==> src/rtl/usq_pkg.sv <==
package usq_pkg;

   localparam int WORD_W = 8;
   localparam int COND_N = 4;

   typedef enum logic [1:0] {
      K_WAIT,
      K_ACT,
      K_JUMP,
      K_NONE
   } usq_kind_t;

   typedef enum logic [1:0] {
      S_OPC,
      S_IMM,
      S_HOLD
   } usq_state_t;

endpackage

==> src/rtl/usq_rom.sv <==
module usq_rom #(
   parameter int DEPTH = 544,
   parameter int AW = 10,
   parameter int PLEN = 16,
   parameter logic [7:0] PROG [PLEN] = '{default: 8'h00}
) (
   input  logic [AW-1:0] addr,
   output logic [7:0]    data
);

   localparam int PIW = (PLEN > 1) ? $clog2(PLEN) : 1;

   if (PLEN < 2) begin : g_bad_len
      $error("usq_rom: program must hold at least two bytes");
   end

   logic [PIW-1:0] idx;
   assign idx = PIW'(addr);

   if (PLEN >= DEPTH) begin : g_full
      // program covers the whole store
      assign data = PROG[idx];
   end else begin : g_pad
      // unloaded words read as the wait encoding
      assign data = (int'(addr) < PLEN) ? PROG[idx] : 8'h00;
   end

endmodule

==> src/rtl/usq_decode.sv <==
module usq_decode #(
   parameter int DEPTH = 544,
   parameter int AW = 10,
   parameter int STB_N = 8
) (
   input  logic [7:0]                   opc,
   input  logic [7:0]                   imm,
   input  logic [usq_pkg::COND_N-1:0]   cond,
   output usq_pkg::usq_kind_t           kind,
   output logic                         taken,
   output logic [AW-1:0]                target,
   output logic [STB_N-1:0]             stb_vec
);
   import usq_pkg::*;

   logic [9:0] raw_tgt;

   always_comb begin
      if (opc == 8'h00)             kind = K_WAIT;
      else if (opc[7])              kind = K_JUMP;
      else if (opc[7:6] == 2'b00)   kind = K_ACT;
      else if (opc[7:2] == 6'b010000) kind = K_JUMP;
      else                          kind = K_NONE;
   end

   // conditional jumps test one selected line, unconditional always go
   assign taken = opc[7] ? cond[opc[6:5]] : (kind == K_JUMP);

   assign raw_tgt = {opc[1:0], imm};
   assign target  = (int'(raw_tgt) < DEPTH) ? AW'(raw_tgt) : '0;

   for (genvar i = 0; i < STB_N; i++) begin : g_stb
      assign stb_vec[i] = (kind == K_ACT) && (opc[2:0] == 3'(i));
   end

endmodule

==> src/rtl/usq_waitcnt.sv <==
module usq_waitcnt #(
   parameter int CW = 8
) (
   input  logic          clk,
   input  logic          rst_n,
   input  logic          clr,
   input  logic          load,
   input  logic [CW-1:0] load_val,
   input  logic          tick,
   output logic          last
);

   logic [CW-1:0] cnt_q;

   always_ff @(posedge clk) begin
      if (!rst_n || clr) begin
         cnt_q <= '0;
      end else if (load) begin
         cnt_q <= (load_val == '0) ? CW'(1) : load_val;
      end else if (tick && cnt_q > CW'(1)) begin
         cnt_q <= cnt_q - CW'(1);
      end
   end

   assign last = (cnt_q == CW'(1));

   // a started wait always has at least one slot to run
   assert_wait_len_R4: assert property (@(posedge clk) disable iff (!rst_n)
      (load && !clr) |=> (cnt_q != '0));

endmodule

==> src/rtl/usq_core.sv <==
module usq_core #(
   parameter int ROM_DEPTH = 544,
   parameter int PROG_LEN = 16,
   parameter logic [7:0] PROG [PROG_LEN] = '{default: 8'h00},
   parameter int STB_N = 8,
   localparam int AW = $clog2(ROM_DEPTH)
) (
   input  logic                        clk,
   input  logic                        rst_n,
   input  logic                        exec_slot,
   input  logic                        recon_to,
   input  logic                        flag_ack,
   input  logic [usq_pkg::COND_N-1:0]  cond,
   output logic [AW-1:0]               pc,
   output logic [STB_N-1:0]            ctl_stb,
   output logic [7:0]                  ctl_imm,
   output logic                        recon_flag
);
   import usq_pkg::*;

   if (ROM_DEPTH < 2 || ROM_DEPTH > 1024) begin : g_bad_depth
      $error("usq_core: ROM_DEPTH must lie in 2..1024");
   end
   if (STB_N < 1 || STB_N > 8) begin : g_bad_stb
      $error("usq_core: STB_N must lie in 1..8");
   end

   usq_state_t     st_q;
   logic [AW-1:0]  pc_q;
   logic [7:0]     opc_q, imm_q, cimm_q;
   logic           have_q, flag_q;
   logic [STB_N-1:0] stb_q;

   usq_kind_t      kind;
   logic           taken, wait_last;
   logic [AW-1:0]  target, fetch_a;
   logic [STB_N-1:0] stb_vec;
   logic [7:0]     rom_d;
   logic           exec_now, start_wait;

   function automatic logic [AW-1:0] next_a(input logic [AW-1:0] a);
      return (int'(a) == ROM_DEPTH - 1) ? '0 : a + 1'b1;
   endfunction

   usq_decode #(.DEPTH(ROM_DEPTH), .AW(AW), .STB_N(STB_N)) u_dec (
      .opc     (opc_q),
      .imm     (imm_q),
      .cond    (cond),
      .kind    (kind),
      .taken   (taken),
      .target  (target),
      .stb_vec (stb_vec)
   );

   assign exec_now   = (st_q == S_OPC) && exec_slot && have_q;
   assign start_wait = exec_now && (kind == K_WAIT);
   assign fetch_a    = ((st_q == S_OPC) && have_q && taken) ? target : pc_q;

   usq_rom #(.DEPTH(ROM_DEPTH), .AW(AW), .PLEN(PROG_LEN), .PROG(PROG)) u_rom (
      .addr (fetch_a),
      .data (rom_d)
   );

   usq_waitcnt #(.CW(WORD_W)) u_wait (
      .clk      (clk),
      .rst_n    (rst_n),
      .clr      (recon_to),
      .load     (start_wait),
      .load_val (imm_q),
      .tick     (exec_slot && (st_q == S_HOLD)),
      .last     (wait_last)
   );

   always_ff @(posedge clk) begin
      if (!rst_n) begin
         st_q   <= S_OPC;
         pc_q   <= '0;
         opc_q  <= 8'h00;
         imm_q  <= 8'h00;
         have_q <= 1'b0;
         stb_q  <= '0;
         cimm_q <= 8'h00;
         flag_q <= 1'b0;
      end else if (recon_to) begin
         // restart from address zero, drop everything in flight
         st_q   <= S_OPC;
         pc_q   <= '0;
         opc_q  <= 8'h00;
         imm_q  <= 8'h00;
         have_q <= 1'b0;
         stb_q  <= '0;
         flag_q <= 1'b1;
      end else begin
         stb_q <= '0;
         if (flag_ack) flag_q <= 1'b0;
         unique case (st_q)
            S_OPC: if (exec_slot) begin
               if (start_wait) begin
                  st_q   <= S_HOLD;
                  have_q <= 1'b0;
               end else begin
                  if (exec_now && kind == K_ACT) begin
                     stb_q  <= stb_vec;
                     cimm_q <= imm_q;
                  end
                  opc_q  <= rom_d;
                  pc_q   <= next_a(fetch_a);
                  have_q <= 1'b0;
                  st_q   <= S_IMM;
               end
            end
            S_IMM: begin
               imm_q  <= rom_d;
               pc_q   <= next_a(pc_q);
               have_q <= 1'b1;
               st_q   <= S_OPC;
            end
            S_HOLD: if (exec_slot && wait_last) begin
               opc_q <= rom_d;
               pc_q  <= next_a(pc_q);
               st_q  <= S_IMM;
            end
            default: st_q <= S_OPC;
         endcase
      end
   end

   assign pc         = pc_q;
   assign ctl_stb    = stb_q;
   assign ctl_imm    = cimm_q;
   assign recon_flag = flag_q;

   assert_timeout_restart_R8: assert property (@(posedge clk) disable iff (!rst_n)
      recon_to |=> (pc == '0 && ctl_stb == '0 && recon_flag));

   assert_flag_sticky_R9: assert property (@(posedge clk) disable iff (!rst_n)
      (recon_flag && !flag_ack) |=> recon_flag);

   assert_flag_ack_R9: assert property (@(posedge clk) disable iff (!rst_n)
      (flag_ack && !recon_to) |=> !recon_flag);

   assert_strobe_slot_R3: assert property (@(posedge clk) disable iff (!rst_n)
      (ctl_stb != '0) |-> ($past(exec_slot) && $onehot0(ctl_stb)));

   assert_wait_hold_R4: assert property (@(posedge clk) disable iff (!rst_n)
      (st_q == S_HOLD && !recon_to && !(exec_slot && wait_last)) |=> $stable(pc));

   assert_pc_range_R10: assert property (@(posedge clk) disable iff (!rst_n)
      int'(pc) < ROM_DEPTH);

endmodule

==> config.mk <==
export PLATFORM = sky130hd
export DESIGN_NAME = usq_core
export DESIGN_NICKNAME = d
export VERILOG_FILES = /design/src/rtl/usq_pkg.sv /design/src/rtl/usq_rom.sv /design/src/rtl/usq_decode.sv /design/src/rtl/usq_waitcnt.sv /design/src/rtl/usq_core.sv
export SDC_FILE = /design/constraint.sdc
export NUM_CORES = 1
export LEC_CHECK = 0
export BUFFER_PORTS_ARGS = -buffer_cell sky130_fd_sc_hd__clkbuf_2
export CAP_MARGIN = 30
export CORE_ASPECT_RATIO = 0.75
export CORE_MARGIN = 3
export CORE_UTILIZATION = 35
export CTS_CLUSTER_DIAMETER = 50
export DETAILED_ROUTE_END_ITERATION = 10
export PLACE_DENSITY = 0.62
export SYNTH_ARGS = -nofsm -noshare
export SYNTH_HDL_FRONTEND = slang
export SYNTH_HIERARCHICAL = 1
export SYNTH_SLANG_ARGS = --single-unit
==> constraint.sdc <==
create_clock -name clk -period 5.2 [get_ports clk]
set_input_delay 0.52 -clock clk [delete_from_list [all_inputs] [get_ports clk]]
set_output_delay 0.52 -clock clk [all_outputs]
set_load 0.02 [all_outputs]
==> impl_metrics.csv, run 1 <==
group,metric,value,unit
critical_path,crit_required,5420,ps
clocking,cts.sinks,54,
floorplan,initial_core_util,36.5,%
power,powerDensity,232,nW/µm²
critical_path,crit_type,"flop to flop",
sta,worst_slew_pin_slew,956,ps
place,dpl-instance-area,3550,µm²
sta,rsz0062_at_grt,"no",
flow_run,maxCapViolCount,0,
run_status,run_status,"finished clean",
critical_path,crit_start,"opc_q[2]",
detailed_routing,viasPerCell,5.48,
place,placed_cells,525,
floorplan,dieArea,10800,µm²
yosys,netlist_area,3340,µm²
global_route,grt_pass1_wl,14000,µm
cells_and_area,area_delta_synth_final,10.7,%
floorplan,core_area,9160,µm²
power,power,0.860,mW
sta,hold_viol,0,
floorplan,pin_count,36,
global_route,groute.usage.overall,15.8,%
cells_and_area,fillers,944,
cells_and_area,stdcell_area,3700,µm²
detailed_routing,postRouteAntennaNets,0,
global_route,grt_max_degree,22,
detailed_routing,via_count,2921,
global_route,grt.overflow.total,0,
floorplan,die_w,119,µm
place,gp_congestion,0.867,
place,hpwl,6210,µm
cells_and_area,seqCellArea,1080,µm²
min_path,min_path_type,"flop to flop",
sta,fin_setup_tns,0,ps
min_path,hold_start,"opc_q[4]",
yosys,ys_warn_count,6,
detailed_routing,avgRoutedWirePerCell,16.1,µm
detailed_routing,drc,0,
clocking,post_cts_resized,0,
critical_path,arrival,3680,ps
cells_and_area,finish.utilization,40.4,%
sta,hold_ws,522,ps
sta,fin_skew,5.35,ps
sta,period_share,66.5,%
yosys,syn_avg_cell_area,8.75,µm²
yosys,synthCells,382,
sta,fin_ws,1740,ps
power,leakagePower,1.46,nW
critical_path,path_max_fanout,17,
clocking,ctsHtreeMaxLevel,2,
floorplan,rows,30,
sta,setup-violations-final,0,
critical_path,start_kind,"flop",
clocking,clkTransAtPathRegs,70,ps
global_route,grt_pass1_vias,2682,
critical_path,timing.rr.start,"opc_q[2]",
floorplan,die_h,90.6,µm
clocking,cts_tree,"done",
clocking,cts-root-buf,"clkbuf_16",
cells_and_area,layout-drive-gt1-share,18.8,%
cells_and_area,finalNonFillerCells,533,
clocking,post_cts_buffers,0,
clocking,clk_latency,290,ps
cells_and_area,layout_commonest_cell,"dfxtp_1",
detailed_routing,totalWireLength,8570,µm
place,io_buffers,35,
cells_and_area,mostFrequentLayoutCells,"dfxtp_1, clkbuf_2, nor2_1",
power,ir_drop,0.000152,V
cells_and_area,multi_input_area,2080,µm²
sta,drv_slew,0,
cells_and_area,layout.nets,421,
sta,maxSlewHeadroom,36.0,%
sta,finalCriticalPeriod,3460,ps
clocking,clock_path_buffers,2,
clocking,numCtsBuffers,5,
clocking,cts_hold_buf,0,
detailed_routing,drtIter0Drc,271,
global_route,antenna_found_initial,0,
sta,fmax,289,MHz
critical_path,endpoint_kind,"flop",
cells_and_area,antennaDiodeCount,0,
detailed_routing,drt_first_pass_iters,5,
place,preCtsSetupSlack,1820,ps
==> report_power, final <==
group | switching, mW | internal (mW) | leakage [nW]
Clock | 0.163 | 0.184 | 0.0759
Combinational | 0.0491 | 0.0318 | 0.947
Sequential | 0.0123 | 0.420 | 0.437
==> sequential cells by signal, indices dropped and copies added (netlist names) <==
register,flops
ctl_imm,8
ctl_stb,8
have_q,1
imm_q,8
opc_q,8
pc,10
recon_flag,1
st_q,2
u_wait/cnt_q,8
==> cell type report <==
| class | instances | area share (%) |
|---|---|---|
| multi-input combinational | 298 | 56.3 |
| timing repair buffer | 36 | 5.04 |
| clock inverter | 3 | 0.778 |
| tap | 128 | 4.33 |
| sequential | 54 | 29.2 |
| clock buffer | 5 | 3.38 |
| inverter | 9 | 0.913 |
==> layer usage <==
layer | up-vias | part of all wire [%] | global-route usage (%)
li1 | 1423 | - | -
met1 | 1389 | 50 | 24.0
met2 | 99 | 43 | 22.5
met3 | 10 | 6.2 | 3.13
met4 | 0 | 0.96 | 4.15
met5 | - | 0 | 0
==> worst paths after layout <==
| check | to | cells past startpoint | slack, ps |
|---|---|---|---|
| setup / recovery | pc[8] | 11 | 1740 |
| hold / removal | opc_q[4] | 2 | 520 |
| setup reg to reg | pc[8] | 11 | 1740 |
| hold reg to reg | opc_q[4] | 2 | 520 |
==> critical path, stage by stage (launching register included) <==
cell     delay (ps)
dfxtp_1         340
nor4_2          370
mux2i_1         120
mux2i_1         360
and3_1          770
nand2_1         200
nand2_1         110
ha_1            350
nor4b_1         340
or3_1           160
nand4_1          90
a31oi_1         180
(Power assumes the default switching activity.)
==> run 2: changes to the inputs <==
--- a/config.mk
+++ b/config.mk
@@ -5,6 +5,7 @@
 export SDC_FILE = /design/constraint.sdc
 export NUM_CORES = 1
 export LEC_CHECK = 0
+export ABC_AREA = 1
 export BUFFER_PORTS_ARGS = -buffer_cell sky130_fd_sc_hd__clkbuf_2
 export CAP_MARGIN = 30
 export CORE_ASPECT_RATIO = 0.75
@@ -12,7 +13,7 @@
 export CORE_UTILIZATION = 35
 export CTS_CLUSTER_DIAMETER = 50
 export DETAILED_ROUTE_END_ITERATION = 10
-export PLACE_DENSITY = 0.62
+export PLACE_DENSITY = 0.64
 export SYNTH_ARGS = -nofsm -noshare
 export SYNTH_HDL_FRONTEND = slang
 export SYNTH_HIERARCHICAL = 1
==> constraint.sdc (replaced) <==
create_clock -name clk -period 3 [get_ports clk]
set_input_delay 0.3 -clock clk [delete_from_list [all_inputs] [get_ports clk]]
set_output_delay 0.3 -clock clk [all_outputs]
set_load 0.02 [all_outputs]
==> run 2 against run 1 <==
Setup slack got worse by 1300 ps. Critical path type unchanged. Clock skew rose by 3.0 ps. Non-clock buffer count rose by 1. Critical path depth rose by 2. Synthesized cell count rose by 41%. Largest power group unchanged. Sequential power rose by 74%. Synthesized area rose by 4.6%. Power rose by 86%. Design area rose by 5.0%.
==> impl_metrics.csv, run 2 <==
group,metric,value,unit
clocking,post_cts_resized,0,
min_path,min_path_type,"input port to flop",
cells_and_area,layout-drive-gt1-share,14.4,%
cells_and_area,largest_reg_flops,10,
critical_path,arrival,2740,ps
critical_path,crit_required,3180,ps
floorplan,core_area,9380,µm²
clocking,cts_hold_buf,0,
detailed_routing,drtIter0Drc,204,
yosys,synth_edf_count,0,
detailed_routing,avgRoutedWirePerCell,12.2,µm
power,power.share.clock,42.6,%
global_route,grt_pass1_vias,3051,
sta,fin_setup_tns,0,ps
yosys,synth_cell_types,41,
cells_and_area,antennaDiodeCount,0,
power,internal_power,1.18,mW
floorplan,pin_count,36,
clocking,clk_latency,300,ps
power,swShare,26.0,%
cells_and_area,fillers,994,
detailed_routing,viasPerCell,4.84,
sta,worst_slew_pin_slew,630,ps
floorplan,die_h,92.6,µm
detailed_routing,drc,0,
global_route,grt_max_degree,24,
cells_and_area,area_delta_synth_final,11.1,%
power,p_seq_share,47.0,%
cells_and_area,layout_commonest_cell,"nand2_1",
sta,rsz0062_at_grt,"no",
place,hpwl,6440,µm
power,leakagePower,1.71,nW
cells_and_area,finish.utilization,41.4,%
global_route,antenna_found_initial,0,
critical_path,crit_type,"flop to flop",
global_route,grt.overflow.total,0,
yosys,synthCells,539,
yosys,synth_sequential_area_ratio,30.9,%
place,io_buffers,35,
sta,fmax,391,MHz
clocking,numCtsBuffers,5,
sta,drv_slew,0,
yosys,synth.most_common_cell,"nand2_1",
floorplan,die_w,121,µm
clocking,clock_path_buffers,2,
clocking,cts-root-buf,"clkbuf_16",
sta,hold_ws,250,ps
detailed_routing,via_count,3386,
detailed_routing,totalWireLength,8540,µm
yosys,yosys-top-cells-area,"dfxtp_1, nand2_1, nor2_1",
yosys,netlist_area,3500,µm²
flow_run,maxCapViolCount,0,
global_route,groute.usage.overall,15.6,%
sta,maxSlewHeadroom,57.8,%
critical_path,endpoint_kind,"flop",
sta,fin_skew,8.33,ps
power,ir_drop,0.000210,V
sta,finalCriticalPeriod,2560,ps
cells_and_area,layout.nets,587,
run_status,run_status,"finished clean",
yosys,ys.flop_type,"dfxtp_1",
power,comb_power_share,10.4,%
clocking,clkTransAtPathRegs,70,ps
sta,hold_viol,0,
critical_path,start_kind,"flop",
detailed_routing,postRouteAntennaNets,0,
yosys,ys_warn_count,6,
clocking,ctsHtreeMaxLevel,2,
power,powerDensity,411,nW/µm²
clocking,post_cts_buffers,0,
floorplan,dieArea,11200,µm²
sta,fin_ws,444,ps
yosys,synth_commonest_cells,"nand2_1, nor2_1, inv_1, dfxtp_1, o21ai_0",
yosys,yosys.area.top_type,"dfxtp_1",
yosys,async_flop_share,0,%
power,power,1.60,mW
clocking,cts_tree,"done",
yosys,yosys_register_bits,54,
place,preCtsSetupSlack,470,ps
floorplan,rows,30,
sta,period_share,85.2,%
yosys,syn_avg_cell_area,6.49,µm²
clocking,cts.sinks,54,
critical_path,path_max_fanout,15,
power,netSwitchingPower,0.415,mW
global_route,grt_pass1_wl,14400,µm
yosys,synth_top_area_share,30.9,%
floorplan,initial_core_util,37.3,%
detailed_routing,drt_first_pass_iters,5,
cells_and_area,mostFrequentLayoutCells,"nand2_1, nor2_1, inv_1",
place,gp_congestion,0.912,
sta,setup-violations-final,0,
==> run 2: cell families after synthesis <==
family          after synthesis  synth area share [%]
buf+inv                      98                  13.0
simple gates                282                  36.9
flops                        54                  30.9
xor+xnor                      5                  1.25
fa+ha+maj                     8                  2.86
compound gates               91                  15.0
other cells                   1                 0.107
==> run 2: area by class of cell <==
type | instances | area [µm²] | share of cell area (%)
Multi-Input combinational cell | 394 | 1990 | 51.2
Sequential cell | 54 | 1080 | 27.8
Inverter | 78 | 293 | 7.54
Timing Repair Buffer | 37 | 190 | 4.90
Tap cell | 128 | 160 | 4.12
Clock buffer | 5 | 125 | 3.22
Clock inverter | 3 | 47.5 | 1.22
==> run 2: worst paths after layout <==
kind                            cells past startpoint               to        from  slack [ps]
worst max-delay path                               13  u_wait/cnt_q[0]     st_q[0]         440
worst min-delay path                                4       recon_flag    flag_ack         250
worst max register to register                     13  u_wait/cnt_q[0]     st_q[0]         440
worst min register to register                      2       recon_flag  recon_flag         460
==> run 2: per-layer routing <==
layer	GRT usage, %	routed length [µm]	share of wire [%]
met1	21.2	4170	49
met2	25.2	3780	44
met3	2.87	495	5.8
met4	4.20	94	1.1
met5	0	0	0
==> run 2: metrics by stage <==
stage | instances | cell area [µm²]
2_1_floorplan | 546 | 3520
3_3_place_gp | 691 | 3710
3_5_place_dp | 691 | 3710
4_1_cts | 699 | 3880
5_1_grt | 699 | 3880
6_report | 699 | 3880
==> run 2: worst max-delay path, cell delays in order (launching register included) <==
cell and delay, ps:
dfxtp_1 340, inv_1 90, ha_1 360, nand2_1 120, nor3b_1 250, nand2_1 130, inv_1 330, inv_1 330
nor2_1 160, nand2_1 60, o21ai_0 90, nand2_2 80, nand2_2 70, nor2_2 30
==> run 2: power by group through the flow <==
stage	Sequential, mW	Combinational [mW]	Clock (mW)
after CTS	0.751	0.164	0.700
after detailed placement	0.768	0.163	0
after floorplan	0.768	0.128	0
after global routing	0.753	0.190	0.730
final	0.751	0.165	0.680
after global placement	0.767	0.160	0
